[config.mk]
export PLATFORM = sky130hd
export DESIGN_NAME = stack_ptr_unit
export DESIGN_NICKNAME = d
export VERILOG_FILES = /design/src/rtl/sp_pkg.sv /design/src/rtl/sp_op_decode.sv /design/src/rtl/sp_seq.sv /design/src/rtl/sp_addr_gen.sv /design/src/rtl/sp_ptr_reg.sv /design/src/rtl/stack_ptr_unit.sv
export SDC_FILE = /design/constraint.sdc
export NUM_CORES = 1
export LEC_CHECK = 0
export ABC_AREA = 1
export CORE_UTILIZATION = 55
export CTS_CLUSTER_DIAMETER = 150
export CTS_CLUSTER_SIZE = 12
export DETAILED_ROUTE_END_ITERATION = 8
export GPL_TIMING_DRIVEN = 1
export PLACE_DENSITY = 0.82
export SLEW_MARGIN = 25
export SYNTH_ARGS = -nofsm -noshare
export SYNTH_HDL_FRONTEND = slang
export SYNTH_SLANG_ARGS = --single-unit
[constraint.sdc]
create_clock -name clk -period 2.18 [get_ports clk]
set_input_delay 0.436 -clock clk [delete_from_list [all_inputs] [get_ports clk]]
set_output_delay 0.436 -clock clk [all_outputs]
set_load 0.05 [all_outputs]
[src/rtl/sp_pkg.sv]
package sp_pkg;
    localparam int unsigned BYTE_W = 8;
    localparam int unsigned PTR_W  = 2 * BYTE_W;

    typedef logic [PTR_W-1:0]  ptr_t;
    typedef logic [BYTE_W-1:0] byte_t;

    typedef enum logic [2:0] {
        OP_NONE,
        OP_PUSH,
        OP_POP,
        OP_CALL,
        OP_RET
    } op_e;

    typedef struct packed {
        ptr_t addr;
        logic we;
        logic re;
        logic lane_hi;
    } acc_t;

    // move a pointer by one or two bytes, down or up, wrapping
    function automatic ptr_t sp_step(ptr_t p, logic down, logic two);
        ptr_t d;
        d = two ? ptr_t'(2) : ptr_t'(1);
        return down ? ptr_t'(p - d) : ptr_t'(p + d);
    endfunction
endpackage

[src/rtl/sp_op_decode.sv]
module sp_op_decode
    import sp_pkg::*;
(
    input  logic push,
    input  logic pop,
    input  logic call,
    input  logic ret,
    input  logic busy,
    input  logic wr_any,
    output op_e  op
);
    // fixed precedence; nothing starts in beat 1 or under a half write
    always_comb begin
        op = OP_NONE;
        if (!busy && !wr_any) begin
            if (call)      op = OP_CALL;
            else if (ret)  op = OP_RET;
            else if (push) op = OP_PUSH;
            else if (pop)  op = OP_POP;
        end
    end
endmodule

[src/rtl/sp_seq.sv]
module sp_seq
    import sp_pkg::*;
(
    input  logic clk,
    input  logic rst,
    input  op_e  op,
    output logic busy,
    output logic is_save
);
    always_ff @(posedge clk) begin
        if (rst) begin
            busy    <= 1'b0;
            is_save <= 1'b0;
        end else begin
            busy    <= (op == OP_CALL) || (op == OP_RET);
            is_save <= (op == OP_CALL);
        end
    end
endmodule

[src/rtl/sp_addr_gen.sv]
module sp_addr_gen
    import sp_pkg::*;
(
    input  op_e  op,
    input  logic busy,
    input  logic is_save,
    input  ptr_t sp,
    output acc_t acc,
    output logic upd,
    output ptr_t upd_val
);
    always_comb begin
        acc     = '{addr: sp, we: 1'b0, re: 1'b0, lane_hi: 1'b0};
        upd     = 1'b0;
        upd_val = sp;
        if (busy) begin
            upd     = 1'b1;
            upd_val = sp_step(sp, is_save, 1'b1);
            if (is_save) begin
                acc.addr    = sp_step(sp, 1'b1, 1'b0);
                acc.we      = 1'b1;
                acc.lane_hi = 1'b1;
            end else begin
                acc.addr = sp_step(sp, 1'b0, 1'b1);
                acc.re   = 1'b1;
            end
        end else begin
            unique case (op)
                OP_PUSH: begin
                    acc.we  = 1'b1;
                    upd     = 1'b1;
                    upd_val = sp_step(sp, 1'b1, 1'b0);
                end
                OP_POP: begin
                    acc.addr = sp_step(sp, 1'b0, 1'b0);
                    acc.re   = 1'b1;
                    upd      = 1'b1;
                    upd_val  = acc.addr;
                end
                OP_CALL: begin
                    acc.we = 1'b1;
                end
                OP_RET: begin
                    acc.addr    = sp_step(sp, 1'b0, 1'b0);
                    acc.re      = 1'b1;
                    acc.lane_hi = 1'b1;
                end
                default: ;
            endcase
        end
    end
endmodule

[src/rtl/sp_ptr_reg.sv]
module sp_ptr_reg
    import sp_pkg::*;
(
    input  logic  clk,
    input  logic  rst,
    input  logic  wr_hi,
    input  logic  wr_lo,
    input  byte_t wr_data,
    input  logic  upd,
    input  ptr_t  upd_val,
    output ptr_t  sp
);
    localparam int unsigned NHALF = PTR_W / BYTE_W;

    for (genvar g = 0; g < NHALF; g++) begin : g_half
        logic wen;
        assign wen = (g == 0) ? wr_lo : wr_hi;
        always_ff @(posedge clk) begin
            if (rst)
                sp[g*BYTE_W +: BYTE_W] <= '0;
            else if (wen)
                sp[g*BYTE_W +: BYTE_W] <= wr_data;
            else if (upd)
                sp[g*BYTE_W +: BYTE_W] <= upd_val[g*BYTE_W +: BYTE_W];
        end
    end
endmodule

[src/rtl/stack_ptr_unit.sv]
module stack_ptr_unit
    import sp_pkg::*;
(
    input  logic              clk,
    input  logic              rst,
    input  logic              push_i,
    input  logic              pop_i,
    input  logic              call_i,
    input  logic              ret_i,
    input  logic              wr_hi_i,
    input  logic              wr_lo_i,
    input  logic [BYTE_W-1:0] wr_data_i,
    output logic [PTR_W-1:0]  sp_o,
    output logic [PTR_W-1:0]  addr_o,
    output logic              mem_we_o,
    output logic              mem_re_o,
    output logic              lane_hi_o,
    output logic              busy_o
);
    op_e  op;
    logic busy, is_save, upd;
    ptr_t sp, upd_val;
    acc_t acc;

    sp_op_decode u_dec (
        .push(push_i), .pop(pop_i), .call(call_i), .ret(ret_i),
        .busy(busy), .wr_any(wr_hi_i | wr_lo_i), .op(op)
    );

    sp_seq u_seq (
        .clk(clk), .rst(rst), .op(op), .busy(busy), .is_save(is_save)
    );

    sp_addr_gen u_agen (
        .op(op), .busy(busy), .is_save(is_save), .sp(sp),
        .acc(acc), .upd(upd), .upd_val(upd_val)
    );

    sp_ptr_reg u_reg (
        .clk(clk), .rst(rst), .wr_hi(wr_hi_i), .wr_lo(wr_lo_i),
        .wr_data(wr_data_i), .upd(upd), .upd_val(upd_val), .sp(sp)
    );

    assign sp_o      = sp;
    assign addr_o    = acc.addr;
    assign mem_we_o  = acc.we;
    assign mem_re_o  = acc.re;
    assign lane_hi_o = acc.lane_hi;
    assign busy_o    = busy;
endmodule

==> results.toml, run 1 <==
[status]
outcome = "did not finish"
tool.error = "[ERROR GRT-0232] Routing congestion too high. Check the congestion heatmap in the GUI."
haltStage = "global routing (5_1_grt)"

[cts]
cts_buffer_depth = 2
numCtsBuffers = 3
holdBufCountCts = 0
cts_root_buf = "clkbuf_8"
cts.sinks = 18
ctsHtreeMaxLevel = 1

[logic_synthesis]
ys_types = 37
synth_fp_nets = 587
yosysMostFrequentCell = "nand2_1"
synth_area_leaders = "nand2_1 (21%), dfxtp_1 (11%), nand3_1 (10%)"
synth-seq-cells = 18
synth.cell_area_um2 = 3170
ys.flop_type = "dfxtp_1"
synth_commonest_cells = "nand2_1 (178), nand3_1 (65), nor2_1 (52), inv_1 (48), o21ai_0 (33)"
synth_seq_area_share = 0.114
syn_inst = 566
synth_area_per_cell_um2 = 5.60
synthArstFlopShare = 0
synth.top_cell.area_share = 0.211
yosysTopAreaCell = "nand2_1"
ys_warn_count = 0
synth_edf_count = 0

[floorplan]
die_y_um = 77.9
row_count = 27
start_util = 0.572
io_pins = 52
die_x_um = 77.9

[placed_design]
place_ws_ns = -0.439
io_buffers = 51
place_inst = 712
hpwl_mm = 9.33
place_congestion = 0.954

[grt]
grt_usage = 0.741
grt_max_degree = 17
grt_overflow = 37

[timing]
crit_endpoint = "addr_o[9]"
worst-ep-kind = "top-level output"
==> through the flow <==
step	instance area [µm²]	setup TNS [ns]	hold WS, ns
global placement	4330	-5.92	0.570
CTS	4870	-1.54	0.645
floorplan	3420	-0.446	0.571
detailed placement	4330	-7.82	0.590
==> cell families after synthesis <==
kind of cell | count (synthesis) | share of synthesized area
buffers and inverters | 81 | 0.134
adder cells (fa/ha/maj) | 5 | 0.0197
AO/OA/AOI/OAI | 101 | 0.184
XOR/XNOR | 16 | 0.0442
flip-flops | 18 | 0.114
AND/OR/NAND/NOR | 345 | 0.505
==> repair_timing <==
action,in CTS
gates cloned,2
endpoints found under the setup margin,18
resized for setup,74
setup buffers,27
pin swaps,37
==> metal layers <==
layer  overflow  global-route usage
met1          0               0.757
met2         22               0.955
met3          0               0.516
met4         15               0.746
met5          0              0.0545
==> inputs of run 2 (changes only) <==
- CORE_UTILIZATION: 55 -> 40
- CTS_CLUSTER_DIAMETER: 150 -> default
- CTS_CLUSTER_SIZE: 12 -> default
- PLACE_DENSITY: 0.82 -> default
- PLACE_DENSITY_LB_ADDON: default -> 0.15
==> results.toml, run 2 <==
[grt]
grt_max_degree = 15
grt_pass1_vias = 4131
grt_overflow = 0
grt_pass1_wl_mm = 20.6
grt_antenna_before_repair = 0
grt_usage = 0.314

[critical_path]
cp_data_arrival_time_ns = 1.94
startpoint_type = "register"
crit_type = "register to output pin"
end_kind = "output pin"
worstPathRequired_ns = 1.74
cp_max_fo = 4

[timing]
fin_skew_ns = 0.00267
relSlewSlack = 0.657
setup_tns_ns = -2.14
fmax_mhz = 422
worst_slew_pin_slew_ns = 0.513
period_needed_ns = 2.37
rsz0062_at_grt = "yes"
hold_ws_ns = 0.635
fin_ws_ns = -0.192
finalCritPeriodShare = 1.09
setup_viol = 16
report.final.slew_viol_count = 0
hold_violations = 0

[logic_synthesis]
synth_commonest_cells = "nand2_1 (178), nand3_1 (65), nor2_1 (52), inv_1 (48), o21ai_0 (33)"
ys.flop_type = "dfxtp_1"
yosysTopAreaCell = "nand2_1"
synthArstFlopShare = 0
synth_top_family_by_area = "simple AND/OR/NAND/NOR gates"
synth_area_per_cell_um2 = 5.60
synth.top_cell.area_share = 0.211
synth-compound-area-share = 0.184
yosys.area_share.xor_xnor = 0.0442
synth.cell_area_um2 = 3170
synth_simple_gate_area_share = 0.505
ys_types = 37
ys_warn_count = 0
yosysMostFrequentCell = "nand2_1"
synth-seq-cells = 18
syn_inst = 566
synth_fp_nets = 587
synthAdderAreaFrac = 0.0197
synth_mux_area_frac = 0
synth_area_leaders = "nand2_1 (21%), dfxtp_1 (11%), nand3_1 (10%)"
synth_seq_area_share = 0.114
synth_edf_count = 0

[cells_and_area]
mostFrequentLayoutCell = "nand2_1"
largest_reg_flops = 16
num_antenna_cells = 0
instances_no_fill = 772
syn2layout_area_growth_pct = 56.0
reg_top3 = "u_reg.sp (16), u_seq.busy (1), u_seq.is_save (1)"
fill_cells = 737
drive_gt1_frac = 0.331
top_register = "u_reg.sp"
utilization = 0.643
mostFrequentLayoutCells = "nand2_1 (163), buf_4 (68), nand3_1 (59)"
nets = 692

[placed_design]
place_congestion = 0.973
place_inst = 750
io_buffers = 51
hpwl_mm = 9.78

[pwr]
p_leak_nw = 2.19
p_per_area_nw_per_um2 = 451
power_mw = 2.23
ir_drop_v = 0.000253

[cts]
cts_buffer_depth = 2
cts_root_buf = "clkbuf_8"
ctsHtreeMaxLevel = 1
cts_tree = "built"
cts.clk_slew.worst_paths_ns = 0.09
cts.sinks = 18
numCtsBuffers = 3
insertion_delay_ns = 0.27

[floorplan]
die_x_um = 91.0
die_y_um = 91.0
coreArea_um2 = 7690
die-area_um2 = 8280
row_count = 32
io_pins = 52
start_util = 0.412

[flow_run]
drv_cap = 0

[drt]
viasPerCell = 5.66
wl_per_cell_um = 16.9
antenna_left = 0
dr.pass1.iters = 5
vias = 4372
wirelength_mm = 13.1
initialDrtViolationCount = 451
drc_errors = 0

[status]
violations = "setup timing"
outcome = "complete, but fails checks"

[hold_path]
worstHoldPathType = "register to register"
## run 2: cell counts after synthesis
Identical to the previous run, type by type.
## run 2: logic make-up after synthesis
logic type | count (synthesis)
buffers and inverters | 81
AND/OR/NAND/NOR | 345
AO/OA/AOI/OAI | 101
XOR/XNOR | 16
adder cells (fa/ha/maj) | 5
flip-flops | 18
## run 2: path summary, 6_finish.rpt
check | startpoint | end | slack (ns) | depth (start not counted)
max | u_reg.sp[1] | addr_o[13] | -0.19 | 12
min reg2reg | u_reg.sp[15] | u_reg.sp[15] | 0.63 | 2
min | u_reg.sp[15] | u_reg.sp[15] | 0.63 | 2
max reg2reg | u_seq.busy | u_reg.sp[3] | 0.33 | 10
## run 2: cell type report
type | instances | area, µm² | share of cell area
multi-input cells | 467 | 2790 | 0.565
repair buffers | 129 | 1350 | 0.274
flip-flops and latches | 18 | 408 | 0.0825
inverters | 52 | 216 | 0.0438
well taps | 102 | 128 | 0.0258
clock buffers | 3 | 41.3 | 0.00835
clock inverters | 1 | 3.75 | 0.000759
## run 2: what timing repair did
item | 4_1_cts | 5_1_grt
cloned | 1 | 1
resized for setup | 64 | 27
pin swaps | 23 | 20
hold endpoints to repair | 0 | 0
hold buffers | 0 | 0
endpoints found under the setup margin | 17 | 16
buffers inserted | 11 | 5
## run 2: power breakdown
part | internal, mW | switching (mW) | leakage, nW | total, mW
clock network | 0.126 | 0.148 | 0.0231 | 0.274
registers | 0.359 | 0.0619 | 0.157 | 0.421
logic | 0.607 | 0.926 | 2.01 | 1.53
total | 1.09 | 1.14 | 2.19 | 2.23
## run 2: metrics by stage
stage               worst slack, ns  instance area, µm²
floorplan                    -0.309                3420
global placement             -0.390                4430
detailed placement           -0.409                4430
CTS                          -0.168                4780
global route                 -0.287                4940
finish                       -0.192                4940
## run 2: critical path, cell delays in order (launching register included)
cell and delay (ns):
dfxtp_4 0.40, ha_4 0.18, inv_4 0.05, nor2_4 0.11, buf_4 0.14, nand3_1 0.07, nand2_1 0.08, nand2_2 0.06
nand2_1 0.09, nand3_1 0.07, o211ai_1 0.10, nand3_2 0.14, buf_12 0.17
## run 2: layer usage
metal | vias to the layer above | wire length [µm] | GRT usage | part of all wire
met4 | 0 | 577 | 0.152 | 0.044
li1 | 2079 | - | - | -
met5 | - | 0 | 0 | 0
met3 | 50 | 1120 | 0.0310 | 0.085
met2 | 257 | 6180 | 0.546 | 0.47
met1 | 1986 | 5200 | 0.386 | 0.40
Power figures use the tool's default switching activity.
==> inputs of run 3 (changes only) <==
- CORE_MARGIN: default -> 1.5
==> results.toml, run 3 (same netlist as run 2, synthesis figures left out) <==
[grt]
grt_usage = 0.321
grt_pass1_wl_mm = 21.2
grt_overflow = 0
grt_max_degree = 19
grt_pass1_vias = 4259
grt_antenna_before_repair = 0

[timing]
setup_tns_ns = -1.83
worst_slew_pin_slew_ns = 0.504
finalCritPeriodShare = 1.08
fin_skew_ns = 0.00148
report.final.slew_viol_count = 0
fmax_mhz = 424
hold_violations = 0
relSlewSlack = 0.664
period_needed_ns = 2.36
setup_viol = 14
hold_ws_ns = 0.582
fin_ws_ns = -0.180
rsz0062_at_grt = "yes"

[cells_and_area]
top_register = "u_reg.sp"
mostFrequentLayoutCells = "nand2_1 (161), buf_4 (70), nand3_1 (57)"
drive_gt1_frac = 0.363
largest_reg_flops = 16
num_antenna_cells = 0
reg_top3 = "u_reg.sp (16), u_seq.busy (1), u_seq.is_save (1)"
design_area_um2 = 5090
syn2layout_area_growth_pct = 60.8
nets = 699
mostFrequentLayoutCell = "nand2_1"
utilization = 0.663

[cts]
numCtsBuffers = 3
cts_tree = "built"
ctsHtreeMaxLevel = 1
cts.sinks = 18
holdBufCountCts = 0
cts.clk_slew.worst_paths_ns = 0.09
cts_root_buf = "clkbuf_8"
insertion_delay_ns = 0.27
cts_buffer_depth = 2

[drt]
wirelength_mm = 13.5
drc_errors = 0
initialDrtViolationCount = 377
dr.pass1.iters = 5
vias = 4384
antenna_left = 0
wl_per_cell_um = 17.3
viasPerCell = 5.63

[pwr]
ir_drop_v = 0.000284
p_per_area_nw_per_um2 = 457
p_leak_nw = 2.29

[floorplan]
coreArea_um2 = 7690
die_y_um = 92.0
die_x_um = 92.0
io_pins = 52
die-area_um2 = 8460
row_count = 32
start_util = 0.412

[critical_path]
worstPathRequired_ns = 1.74
crit_type = "register to output pin"
end_kind = "output pin"
cp_max_fo = 5
worstRegToRegCells = 9
startpoint_type = "register"
cp_data_arrival_time_ns = 1.92

[placed_design]
place_congestion = 0.945
io_buffers = 51
postPlaceCellArea_um2 = 4400
hpwl_mm = 9.52

[hold_path]
worstHoldPathType = "register to register"
hold_depth = 2

[flow_run]
drv_cap = 0

[status]
outcome = "complete, but fails checks"
violations = "setup timing"
[run 3: layer usage]
layer	GRT usage	vias up	share of wire
met5	0	-	0
met4	0.147	0	0.031
met3	0.0357	40	0.068
met2	0.557	213	0.49
met1	0.394	2037	0.41
li1	-	2094	-
[run 3: per-stage QoR]
step | instances | total power [mW] | worst slack [ns]
after CTS | 775 | 2.25 | -0.173
after global routing | 779 | 2.45 | -0.263
final | 779 | 2.33 | -0.180
after floorplan | 566 | 1.32 | -0.309
after global placement | 748 | 1.79 | -0.399
after detailed placement | 748 | 1.80 | -0.428
[run 3: path summary, 6_finish.rpt]
path / endpoint / slack, ns / from
setup reg to reg: u_reg.sp[12] / 0.40 / u_seq.busy
hold / removal: u_reg.sp[0] / 0.58 / u_reg.sp[0]
hold reg to reg: u_reg.sp[0] / 0.58 / u_reg.sp[0]
setup / recovery: addr_o[9] / -0.18 / u_reg.sp[1]
[run 3: power breakdown]
| group | internal, mW | leakage [nW] | switching, mW | total (mW) |
|---|---|---|---|---|
| combinational | 0.656 | 2.11 | 0.950 | 1.61 |
| sequential | 0.360 | 0.157 | 0.0758 | 0.436 |
| clock | 0.131 | 0.0228 | 0.155 | 0.286 |
[run 3: final cells by class]
class / instances / area, µm²
clock buffer: 4 / 45.0
fill: 711 / 2590
inverter: 52 / 221
multi-input combinational: 467 / 2890
sequential: 18 / 408
tap: 102 / 128
timing repair buffer: 136 / 1400
[run 3: timing repair]
item	CTS	global route
pin swaps	33	20
cloned	1	0
setup buffers	23	5
resized for setup	97	36
setup endpoints to repair	17	16
[run 3: worst max-delay path, cell delays in order (launching register included)]
cell and delay [ns]:
dfxtp_4 0.41, ha_4 0.17, inv_4 0.04, nor2_4 0.09, nand2_2 0.07, nor2_2 0.09
xor2_1 0.18, nor2_1 0.06, o211ai_1 0.29, clkbuf_16 0.23
==> inputs of run 4 (changes only) <==
- CTS_CLUSTER_SIZE: default -> 24
==> results of run 4 <==
No change in the layout: final DEF, timing and power equal those of run 3.
